`src/rtl/acc_alu_pkg.sv`:
```
package acc_alu_pkg;

  typedef enum logic [2:0] {
    OP_NONE,
    OP_SUB,
    OP_CMP,
    OP_ADD,
    OP_AND,
    OP_OR,
    OP_XOR
  } alu_op_e;

  localparam int ST_W  = 16;
  localparam int BIT_N = 15;
  localparam int BIT_V = 14;
  localparam int BIT_Z = 13;
  localparam int BIT_L = 12;

  typedef struct packed {
    alu_op_e op;
    logic    wide;
    logic    arith;
    logic    writes;
  } dec_t;

endpackage

```
`src/rtl/acc_alu_dec.sv`:
```
module acc_alu_dec
  import acc_alu_pkg::*;
#(
  parameter int CLS_W    = 4,
  parameter int SRC_W    = 4,
  parameter int PROD_IDX = 11,
  localparam int OPC_W   = CLS_W + SRC_W
) (
  input  logic [OPC_W-1:0] opcode_i,
  output dec_t             dec_o
);

  logic [CLS_W-1:0] cls;
  logic [SRC_W-1:0] idx;

  assign cls = opcode_i[OPC_W-1:SRC_W];
  assign idx = opcode_i[SRC_W-1:0];

  always_comb begin
    dec_o.op = OP_NONE;
    unique case (cls)
      CLS_W'(1): dec_o.op = OP_SUB;
      CLS_W'(3): dec_o.op = OP_CMP;
      CLS_W'(4): dec_o.op = OP_ADD;
      CLS_W'(5): dec_o.op = OP_AND;
      CLS_W'(6): dec_o.op = OP_OR;
      CLS_W'(7): dec_o.op = OP_XOR;
      default:   dec_o.op = OP_NONE;
    endcase
    dec_o.wide   = (idx == SRC_W'(PROD_IDX));
    dec_o.arith  = (dec_o.op == OP_SUB) || (dec_o.op == OP_CMP) ||
                   (dec_o.op == OP_ADD);
    dec_o.writes = (dec_o.op != OP_NONE) && (dec_o.op != OP_CMP);
  end

endmodule

```
`src/rtl/acc_alu_arith.sv`:
```
module acc_alu_arith #(
  parameter int HALF_W = 16,
  localparam int ACC_W = 2 * HALF_W
) (
  input  logic [ACC_W-1:0]  acc_i,
  input  logic [HALF_W-1:0] src_i,
  input  logic [ACC_W-1:0]  prod_i,
  input  logic              wide_i,
  input  logic              sub_i,
  output logic [ACC_W-1:0]  res_o,
  output logic              zero_o,
  output logic              neg_o
);

  logic [ACC_W-1:0]  full_res;
  logic [HALF_W-1:0] half_res;

  assign full_res = sub_i ? (acc_i - prod_i) : (acc_i + prod_i);
  assign half_res = sub_i ? (acc_i[ACC_W-1:HALF_W] - src_i)
                          : (acc_i[ACC_W-1:HALF_W] + src_i);

  always_comb begin
    if (wide_i) begin
      res_o  = full_res;
      zero_o = (full_res == '0);
      neg_o  = full_res[ACC_W-1];
    end else begin
      res_o  = {half_res, acc_i[HALF_W-1:0]};
      zero_o = (half_res == '0);
      neg_o  = half_res[HALF_W-1];
    end
  end

endmodule

```
`src/rtl/acc_alu_logic.sv`:
```
module acc_alu_logic
  import acc_alu_pkg::*;
#(
  parameter int HALF_W = 16,
  localparam int ACC_W = 2 * HALF_W
) (
  input  logic [ACC_W-1:0]  acc_i,
  input  logic [HALF_W-1:0] src_i,
  input  logic [ACC_W-1:0]  prod_i,
  input  logic              wide_i,
  input  alu_op_e           op_i,
  output logic [ACC_W-1:0]  res_o,
  output logic              zero_o,
  output logic              neg_o
);

  logic [ACC_W-1:0] operand;

  assign operand = wide_i ? prod_i : {src_i, {HALF_W{1'b0}}};

  always_comb begin
    unique case (op_i)
      OP_AND:  res_o = acc_i & operand;
      OP_OR:   res_o = acc_i | operand;
      OP_XOR:  res_o = acc_i ^ operand;
      default: res_o = acc_i;
    endcase
    zero_o = (res_o == '0);
    neg_o  = res_o[ACC_W-1];
  end

endmodule

```
`src/rtl/acc_alu.sv`:
```
module acc_alu
  import acc_alu_pkg::*;
#(
  parameter int HALF_W   = 16,
  parameter int CLS_W    = 4,
  parameter int SRC_W    = 4,
  parameter int PROD_IDX = 11,
  localparam int ACC_W   = 2 * HALF_W,
  localparam int OPC_W   = CLS_W + SRC_W
) (
  input  logic              clk,
  input  logic              rst,
  input  logic              exec,
  input  logic [OPC_W-1:0]  opcode,
  input  logic [HALF_W-1:0] src_val,
  input  logic [ACC_W-1:0]  prod_val,
  output logic [ACC_W-1:0]  acc,
  output logic [ST_W-1:0]   status
);

  dec_t             dec;
  logic [ACC_W-1:0] acc_q;
  logic [ST_W-1:0]  status_q;
  logic [ACC_W-1:0] ar_res, lg_res;
  logic             ar_z, ar_n, lg_z, lg_n;
  logic [ACC_W-1:0] acc_d;
  logic [ST_W-1:0]  status_d;

  acc_alu_dec #(
    .CLS_W(CLS_W), .SRC_W(SRC_W), .PROD_IDX(PROD_IDX)
  ) u_dec (
    .opcode_i(opcode),
    .dec_o   (dec)
  );

  acc_alu_arith #(.HALF_W(HALF_W)) u_arith (
    .acc_i (acc_q),
    .src_i (src_val),
    .prod_i(prod_val),
    .wide_i(dec.wide),
    .sub_i (dec.op != OP_ADD),
    .res_o (ar_res),
    .zero_o(ar_z),
    .neg_o (ar_n)
  );

  acc_alu_logic #(.HALF_W(HALF_W)) u_logic (
    .acc_i (acc_q),
    .src_i (src_val),
    .prod_i(prod_val),
    .wide_i(dec.wide),
    .op_i  (dec.op),
    .res_o (lg_res),
    .zero_o(lg_z),
    .neg_o (lg_n)
  );

  always_comb begin
    acc_d    = acc_q;
    status_d = status_q;
    if (exec && dec.op != OP_NONE) begin
      if (dec.arith) begin
        status_d[BIT_L] = 1'b0;
        status_d[BIT_V] = 1'b0;
        status_d[BIT_Z] = ar_z;
        status_d[BIT_N] = ar_n & ~ar_z;
        if (dec.writes) acc_d = ar_res;
      end else begin
        status_d[BIT_Z] = lg_z;
        status_d[BIT_N] = lg_n;
        acc_d           = lg_res;
      end
    end
  end

  always_ff @(posedge clk) begin
    if (rst) begin
      acc_q    <= '0;
      status_q <= '0;
    end else begin
      acc_q    <= acc_d;
      status_q <= status_d;
    end
  end

  assign acc    = acc_q;
  assign status = status_q;

  // idle or unused class leaves all state alone
  assert_idle_hold_R2: assert property (@(posedge clk) disable iff (rst)
    (!exec || dec.op == OP_NONE) |=> ($stable(acc_q) && $stable(status_q)));

  // compare never writes the accumulator
  assert_cmp_no_write_R5: assert property (@(posedge clk) disable iff (rst)
    (exec && dec.op == OP_CMP) |=> $stable(acc_q));

  // half-width add, subtract, OR, XOR keep the low half
  assert_half_low_kept_R3: assert property (@(posedge clk) disable iff (rst)
    (exec && !dec.wide && (dec.op == OP_SUB || dec.op == OP_ADD ||
      dec.op == OP_OR || dec.op == OP_XOR)) |=> $stable(acc_q[HALF_W-1:0]));

  // half-width AND clears the low half
  assert_half_and_low_zero_R7: assert property (@(posedge clk) disable iff (rst)
    (exec && !dec.wide && dec.op == OP_AND) |=> (acc_q[HALF_W-1:0] == '0));

  // arithmetic leaves V and L cleared, Z and N never both set
  assert_arith_vl_clear_R6: assert property (@(posedge clk) disable iff (rst)
    (exec && dec.arith) |=> (!status_q[BIT_V] && !status_q[BIT_L] &&
      !(status_q[BIT_Z] && status_q[BIT_N])));

  // logic ops keep V and L
  assert_logic_vl_kept_R10: assert property (@(posedge clk) disable iff (rst)
    (exec && dec.op != OP_NONE && !dec.arith) |=>
      ($stable(status_q[BIT_V]) && $stable(status_q[BIT_L])));

endmodule

```
`config.mk`:
```
export PLATFORM = sky130hd
export DESIGN_NAME = acc_alu
export DESIGN_NICKNAME = d
export VERILOG_FILES = /design/src/rtl/acc_alu_pkg.sv /design/src/rtl/acc_alu_dec.sv /design/src/rtl/acc_alu_arith.sv /design/src/rtl/acc_alu_logic.sv /design/src/rtl/acc_alu.sv
export SDC_FILE = /design/constraint.sdc
export NUM_CORES = 1
export LEC_CHECK = 0
export CAP_MARGIN = 20
export CORE_AREA = 2 2 117 119
export DETAILED_ROUTE_END_ITERATION = 12
export DIE_AREA = 0 0 119 121
export GPL_ROUTABILITY_DRIVEN = 0
export PLACE_DENSITY_LB_ADDON = 0.08
export SETUP_SLACK_MARGIN = 0.1
export SLEW_MARGIN = 20
export SYNTH_ARGS = -nofsm -noshare
export SYNTH_HDL_FRONTEND = slang
export SYNTH_SLANG_ARGS = --single-unit
```
`constraint.sdc`:
```
create_clock -name clk -period 7.1 [get_ports clk]
set_clock_uncertainty 0.2 [all_clocks]
set_input_delay 2.13 -clock clk [delete_from_list [all_inputs] [get_ports clk]]
set_output_delay 2.13 -clock clk [all_outputs]
set_load 0.02 [all_outputs]
```
# After elaboration in Yosys (flattened, before gate mapping)
# Index checks and enable logic that the tools add are counted.
# classes
addsub	4
eq_ne	17
n_mux	12
bitwise_logic	5
n_reduce_logical	10
# op_table
op	count
$mux 32	5
$pmux 32 s3	1
$logic_not 32->1	2
$add 32x32->32	1
$and 32x32->32	1
$or 32x32->32	1
$sub 32x32->32	1
$xor 32x32->32	1
$pmux 3 s6	1
$add 16x16->16	1
$eq 4x3->1 const B	4
$logic_not 16->1	1
$mux 16	1
$sub 16x16->16	1
$eq 3x3->1 const B	3
$eq 3x2->1 const B	2
$ne 3x2->1 const B	2
$eq 4x1->1 const B	1
$eq 4x2->1 const B	1
$eq 4x4->1 const B	1
$mux 1	4
$eq 3x1->1 const B	1
$reduce_and 3->1	1
$reduce_bool 3->1	1
other kinds (7)	9
# totals
ff_bits	34
inputBits	59

# Logic depth before layout (Yosys ltp)
# Gate-level depths: netlist of run 1.
# logic_depth
ltp_word	9
depth_mapped	20
mapped_depth_nobuf	19

# Modules after synthesis
# Synthesis of run 1 repeated with hierarchy kept, for this count alone.
# unflattened
cells_unflattened	1198
hier_area_um2	8921.1
# by_module_without_submodules
module	n_inst	cells_each	area_per_inst_um2
acc_alu_arith	1	590	4008.8
acc_alu_logic	1	392	2723.9
acc_alu	1	202	2103.3
acc_alu_dec	1	14	85.1

# Worst setup path after synthesis of run 1
# Ideal clock, no wire load.
# synth_path
path_kind	input -> register
startpoint	input port prod_val[6]
endpoint	register acc_q[31] (netlist: acc[31])
setup_time_ns	0.095
arrival_ns	5.675
required_ns	6.805
slack_ns	1.130
stages	18
n_path_buf	1
cell_sequence	or4_4 > nor4_2 > and2b_1 > nand2_1 > or3_1 > o41ai_1 > xor2_1 > ha_1 > clkbuf_1 > nand4_1 > nor3b_1 > a21oi_1 > a21oi_1 > nor2_1 > o21ai_0 > xnor2_1 > a21o_1 > a221oi_1
# synth_via
elab_chain_len	5
elab_cells_between_ends	6
cone_classes	add/sub (2); mux (4)
# synth_rtl
element	line	text
from (decl)	acc_alu.sv:16	input logic [ACC_W-1:0] prod_val,
$add 32x32->32 or $sub 32x32->32 (tied branches)	acc_alu_arith.sv:18	assign full_res = sub_i ? (acc_i - prod_i) : (acc_i + prod_i);
$mux 32 (*)	acc_alu_arith.sv:18	
$mux 32 (*)	acc_alu_arith.sv:23	if (wide_i) begin
$mux 32 (*)	acc_alu.sv:67	if (dec.writes) acc_d = ar_res;
$mux 32 (*)	acc_alu.sv:62	if (dec.arith) begin
to (signal assigned)	acc_alu.sv:78	acc_q <= '0;
to (signal assigned)	acc_alu.sv:81	acc_q <= acc_d;
to (decl)	acc_alu.sv:22	logic [ACC_W-1:0] acc_q;
# Mark *: on every way between the ends. The rest lies on a longest branch, timed or not. The select of a mux whose other input is x is not followed.
# A chain may end at the register's enable or synchronous reset.

# Worst setup path in the final report of run 1
# layout_path
startpoint	input port prod_val[6]
endpoint	register status_q[13] (netlist: status[13])
# layout_via
elab_chain_len	5
elab_cells_between_ends	12
cone_classes	add/sub (2); mux (5); bitwise (3); reduce/logical (2)
# layout_rtl
element	line	text
$add 32x32->32 (tied with other cells)	acc_alu_arith.sv:18	
$mux 32 (tied with other cells)	acc_alu_arith.sv:18	
$logic_not 32->1 or $pmux 32 s3 (tied branches)	acc_alu_arith.sv:25, acc_alu_logic.sv:22	
$mux 1 or $logic_not 32->1 (tied branches)	acc_alu_arith.sv:23, acc_alu_logic.sv:28	
$mux 1 (*)	acc_alu.sv:62	
to (signal assigned)	acc_alu.sv:82	status_q <= status_d;
to (decl)	acc_alu.sv:23	logic [ST_W-1:0] status_q;
# Mark *: on every way between the ends. The rest lies on a longest branch, timed or not.

==> results of run 1 <==
worst max-delay path, stage by stage:
cell	delay, ps
clkdlybuf4s50_1	460
or4_4	590
nor4_2	180
and2b_1	210
nand2_1	120
buf_4	180
or3_1	420
o21ai_0	220
xor2_1	180
ha_1	370
and4_1	240
or2_2	280
o22ai_1	130
a21oi_1	90
mux2i_1	160
a2111oi_2	340
nand4_1	160
o41ai_2	200
path summary, 6_finish.rpt:
check         startpoint         end  slack (ps)  depth (start not counted)
max reg2reg       acc[0]  status[13]        3240                         13
max          prod_val[6]  status[13]         440                         18
min reg2reg   status[15]  status[15]         330                          2
min           status[15]  status[15]         330                          2
where the power goes:
group / total [mW] / internal [mW] / switching (mW)
clock: 0.223 / 0.127 / 0.0963
combinational: 0.489 / 0.200 / 0.289
sequential: 0.218 / 0.200 / 0.0175
sequential cells by signal, indices dropped and copies added (netlist names):
| signal | count |
|---|---|
| status | 2 |
| acc | 32 |
metrics by stage:
step           power (mW)  area, sq um  hold slack (ps)  setup slack [ps]
2_1_floorplan       0.541         7420              370              1130
3_3_place_gp        0.693         8500              317               302
3_5_place_dp        0.698         8500              326               186
4_1_cts             0.919         8640              331               459
5_1_grt             0.982         8650              364               119
6_report            0.930         8650              335               442
cell type report:
type / instances / area share, %
well taps: 176 / 2.55
inverters: 80 / 3.47
repair buffers: 118 / 13.1
flip-flops and latches: 34 / 7.87
clock inverters: 2 / 0.116
multi-input cells: 897 / 71.5
clock buffers: 5 / 1.45
routing by layer:
layer / track usage (%) / vias to the layer above
li1: - / 3961
met1: 41.7 / 3797
met2: 56.5 / 377
met3: 4.09 / 53
met4: 11.0 / 0
met5: 0 / -
logic make-up after synthesis:
logic type               share of synthesized area [%]
AND/OR/NAND/NOR                                   23.2
AO/OA/AOI/OAI                                     29.8
buffers and inverters                             7.89
adder cells (fa/ha/maj)                           19.5
XOR/XNOR                                          9.74
flip-flops                                        9.23
multiplexers                                     0.543
other                                           0.0508
synth_stat cells (all sizes together), types with 4 or more instances:
cell type    n  share of area (%)
a22oi       32                3.3
inv         80                4.1
nand3       14               0.95
o211ai      42                4.3
or4          5               0.56
mux2i        4               0.54
o21a        10                1.0
o2111ai      4               0.56
nor2        84                4.4
nand2      146                7.5
nor4        17                1.7
a21oi       59                4.0
o41ai        9                1.2
a211o        5               0.59
nand4       13                1.1
or2          7               0.59
and2         8               0.68
and3         7               0.59
xnor2       41                4.9
o21ai       52                3.5
o22ai       13                1.1
dfxtp       34                9.2
a21o        24                2.4
o31ai       11                1.2
a31oi        9               0.76
nor3        24                1.6
or3          5               0.42
nor2b        8               0.68
nand2b       7               0.59
buf         20                1.7
clkbuf      41                2.1
ha         112                 19
a211oi      24                2.4
xor2        41                4.9
==> out/results.tsv, run 1 <==
metric	value	unit
status	finished clean	
first-pass GRT wire length	38.0	mm
clock tree buffer depth	2	
number of diodes	0	
synth unique cells	72	
Fin. Hold Viols	0	
commonest non-fill, non-tap cell in the layout	nand2_1	
Post-synth EDFFs	0	
TritonCTS clock tree	done	
Die Area	14400	sq um
initial core utilization	56.4	%
min Tclk post-route	6660	ps
Final Util	66.1	%
Vert. Die Dim	121	um
met3 routed WL	1.81	mm
Mapped Area	7380	sq um
final wirelength	24.1	mm
vias	8188	
CTS buffer count	5	
commonest non-fill, non-tap cells in the layout	nand2_1, ha_1, clkdlybuf4s50_1	
Syn Area/Cell	6.96	sq um
metal2 WL	11.3	mm
post-CTS setup buffer count	0	
Sink Count	34	
Non-Filler Instances	1312	
Filler Cells Inserted	1208	
Startpoint Class	input pin	
share of cells above drive strength 1	5.11	%
top routing layer used	met4	
# DRC	0	
Hold Crit Class	flop to flop	
Die W	119	um
core area	13100	sq um
Critical Path Fanout Max	11	
Root Buffer	clkbuf_16	
drt initial violations	752	
setup TNS	0	ps
Post-DP HPWL	18.3	mm
fin. max-slew vios	0	
RSZ-0062 raised after global routing	no	
hold buffers post-CTS	0	
Worst-Margin Slew	1020	ps
Rel. slew slack	31.9	%
global route total overflow	0	
LEAKAGE	3.67	nW
area of the multi-input gates	6180	sq um
Final Setup Violations	0	
Most used DFF post-synth	dfxtp_1	
Max Cap Viol	0	
Clock transition at path regs	60	ps
IR Drop Worst-Case VDD	0.0825	mV
Layout area overhead	17.2	%
Detail Route Antenna Nets	0	
drt via density	6.24	
CP arrival	6660	ps
Placed Cells incl. Taps	1305	
DRT Pass-1 Iters	7	
# port buffers	92	
DR WL/cell	18.4	um
H-tree Lvls	2	
Worst-Skew Late Latency	290	ps
FP Rows	42	
initial antenna violation count	0	
Worst Path Required	7100	ps
register area	681	sq um
PD cells	108	nW/um^2
cts repair resizes	0	
Ys Warns	0	
element type at the critical path end	flop	
M1 WL	10.3	mm
pin count of the biggest net entering global routing	46	
asr flop ratio synth	0	%
IO Count	107	
fin crit share	93.8	%
GR Util All Layers	32.6	%
# nets final	1309	
Mapped Cells	1059	
Fmax	0.150	GHz
post-synthesis register bit count	34	
sequential area share after synthesis	9.23	%
vias in the first global route	7385	
Setup CP Type	input pin to flop	
Power figures use the tool's default switching activity.
==> inputs of run 2 (changes only) <==
--- a/config.mk
+++ b/config.mk
@@ -9,7 +9,6 @@
 export CORE_AREA = 2 2 117 119
 export DETAILED_ROUTE_END_ITERATION = 12
 export DIE_AREA = 0 0 119 121
-export GPL_ROUTABILITY_DRIVEN = 0
 export PLACE_DENSITY_LB_ADDON = 0.08
 export SETUP_SLACK_MARGIN = 0.1
 export SLEW_MARGIN = 20
==> run 2 against run 1 <==
  * Flip-flop and latch count unchanged
  * Cell count about the same
  * Die area unchanged
  * Sequential power about the same
  * Wire length increased by 1.3%
==> out/results.tsv, run 2 (synthesized netlist as in run 1, its figures left out) <==
metric	value	unit
status	finished clean	
TritonCTS clock tree	done	
Detail Route Antenna Nets	0	
Hold Path End	status[15]	
IR Drop Worst-Case VDD	0.0774	mV
min Tclk post-route	6620	ps
DR WL/cell	18.6	um
Hold Crit Class	flop to flop	
Worst-Skew Late Latency	290	ps
Die Area	14400	sq um
Switching Fraction	42.8	%
Final Cell Area	8690	sq um
# DRC	0	
Root Buffer	clkbuf_16	
Logic pwr share	52.2	%
Die W	119	um
Setup CP Type	input pin to flop	
Final Wtd Congestion	0.967	
Startpoint Class	input pin	
drt via density	6.28	
NetSw	403	uW
Sink Count	34	
# port buffers	92	
fin crit share	93.2	%
reg2reg setup slack	3260	ps
Placed Cells incl. Taps	1305	
commonest non-fill, non-tap cell in the layout	nand2_1	
share of cells above drive strength 1	5.89	%
Seq pwr share	23.1	%
CTS buffer count	5	
LEAKAGE	3.68	nW
internal power	539	uW
Post-DP HPWL	18.6	mm
Post-DP Area	8490	sq um
Worst Path Required	7100	ps
vias	8245	
global route total overflow	0	
Clock transition at path regs	60	ps
Worst-Margin Slew	711	ps
DRT Pass-1 Iters	5	
Max Cap Viol	0	
vias in the first global route	7630	
commonest non-fill, non-tap cells in the layout	nand2_1, ha_1, clkdlybuf4s50_1	
GR Util All Layers	33.5	%
# nets final	1309	
Non-Filler Instances	1313	
Hold Path Cell Cnt	2	
Critical Path Fanout Max	6	
Final Util	66.4	%
Fmax	0.151	GHz
core area	13100	sq um
fin. max-slew vios	0	
clock tree buffer depth	2	
H-tree Lvls	2	
RSZ-0062 raised after global routing	no	
Fin. Hold Viols	0	
Hold Startpoint	status[15]	
setup TNS	0	ps
Layout area overhead	17.8	%
number of diodes	0	
Vert. Die Dim	121	um
final wirelength	24.5	mm
FP Rows	42	
worst r2r dst	status[13]	
Rel. slew slack	52.2	%
initial antenna violation count	0	
element type at the critical path end	flop	
CP arrival	6620	ps
Final Setup Violations	0	
drt initial violations	770	
IO Count	107	
initial core utilization	56.4	%
first-pass GRT wire length	39.0	mm
R2R Path Start	acc[16]	
pin count of the biggest net entering global routing	46	
clock share of power	24.8	%
Largest register FFs	32	
FF-to-FF path depth	14	
final hold slack	317	ps
PD cells	109	nW/um^2
run 2: area by class of cell:
class | instances | area (sq um)
multi-input combinational | 897 | 6220
fill | 1225 | 4400
timing repair buffer | 118 | 1120
sequential | 34 | 681
inverter | 80 | 300
tap | 176 | 220
clock buffer | 7 | 143
clock inverter | 1 | 5.00
run 2: metrics by stage:
step	setup slack, ps	total power [mW]
final	481	0.943
after global routing	113	0.996
after CTS	422	0.930
after detailed placement	125	0.697
after global placement	165	0.694
after floorplan	1130	0.541
run 2: worst max-delay path by stage:
stage,startpoint,end,slack [ps],cells after the start
4_1_cts,prod_val[6],status[13],420,18
3_3_place_gp,prod_val[6],status[13],170,18
6_report,prod_val[6],status[13],480,17
3_5_place_dp,prod_val[6],status[13],120,18
2_1_floorplan,prod_val[6],acc[31],1130,18
5_1_grt,prod_val[6],status[13],110,18
run 2: repair_timing:
action / 4_1_cts / 5_1_grt
buffers inserted: 0 / 0
hold endpoints to repair: 0 / 0
resized for setup: 0 / 11
hold buffers: 0 / 0
setup endpoints to repair: 0 / 2
run 2: power by group through the flow:
stage | Sequential (mW) | Combinational, mW | Clock, mW
after floorplan | 0.227 | 0.313 | 0
after global placement | 0.221 | 0.473 | 0
after detailed placement | 0.221 | 0.476 | 0
after CTS | 0.217 | 0.480 | 0.233
after global routing | 0.219 | 0.538 | 0.239
final | 0.218 | 0.492 | 0.233
run 2: worst max-delay path, stage by stage:
cell and delay (ps):
clkdlybuf4s50_1 460, or4_4 600, nor4_2 190, and2b_1 240
nand2_2 140, o21ai_0 240, xor2_1 170, ha_1 260
a21o_1 240, or3_1 360, o22a_1 210, a221oi_2 380
nor2_1 100, xor2_1 180, nor4b_1 310, nand4_1 180
o41ai_2 210
run 2: per-layer routing:
layer  share of wire, %  global-route usage [%]  vias up
met5                  0                       0        -
li1                   -                       -     3962
met2                 47                    56.5      366
met4                3.4                    13.8        0
met1                 43                    43.0     3853
met3                7.2                    4.37       64
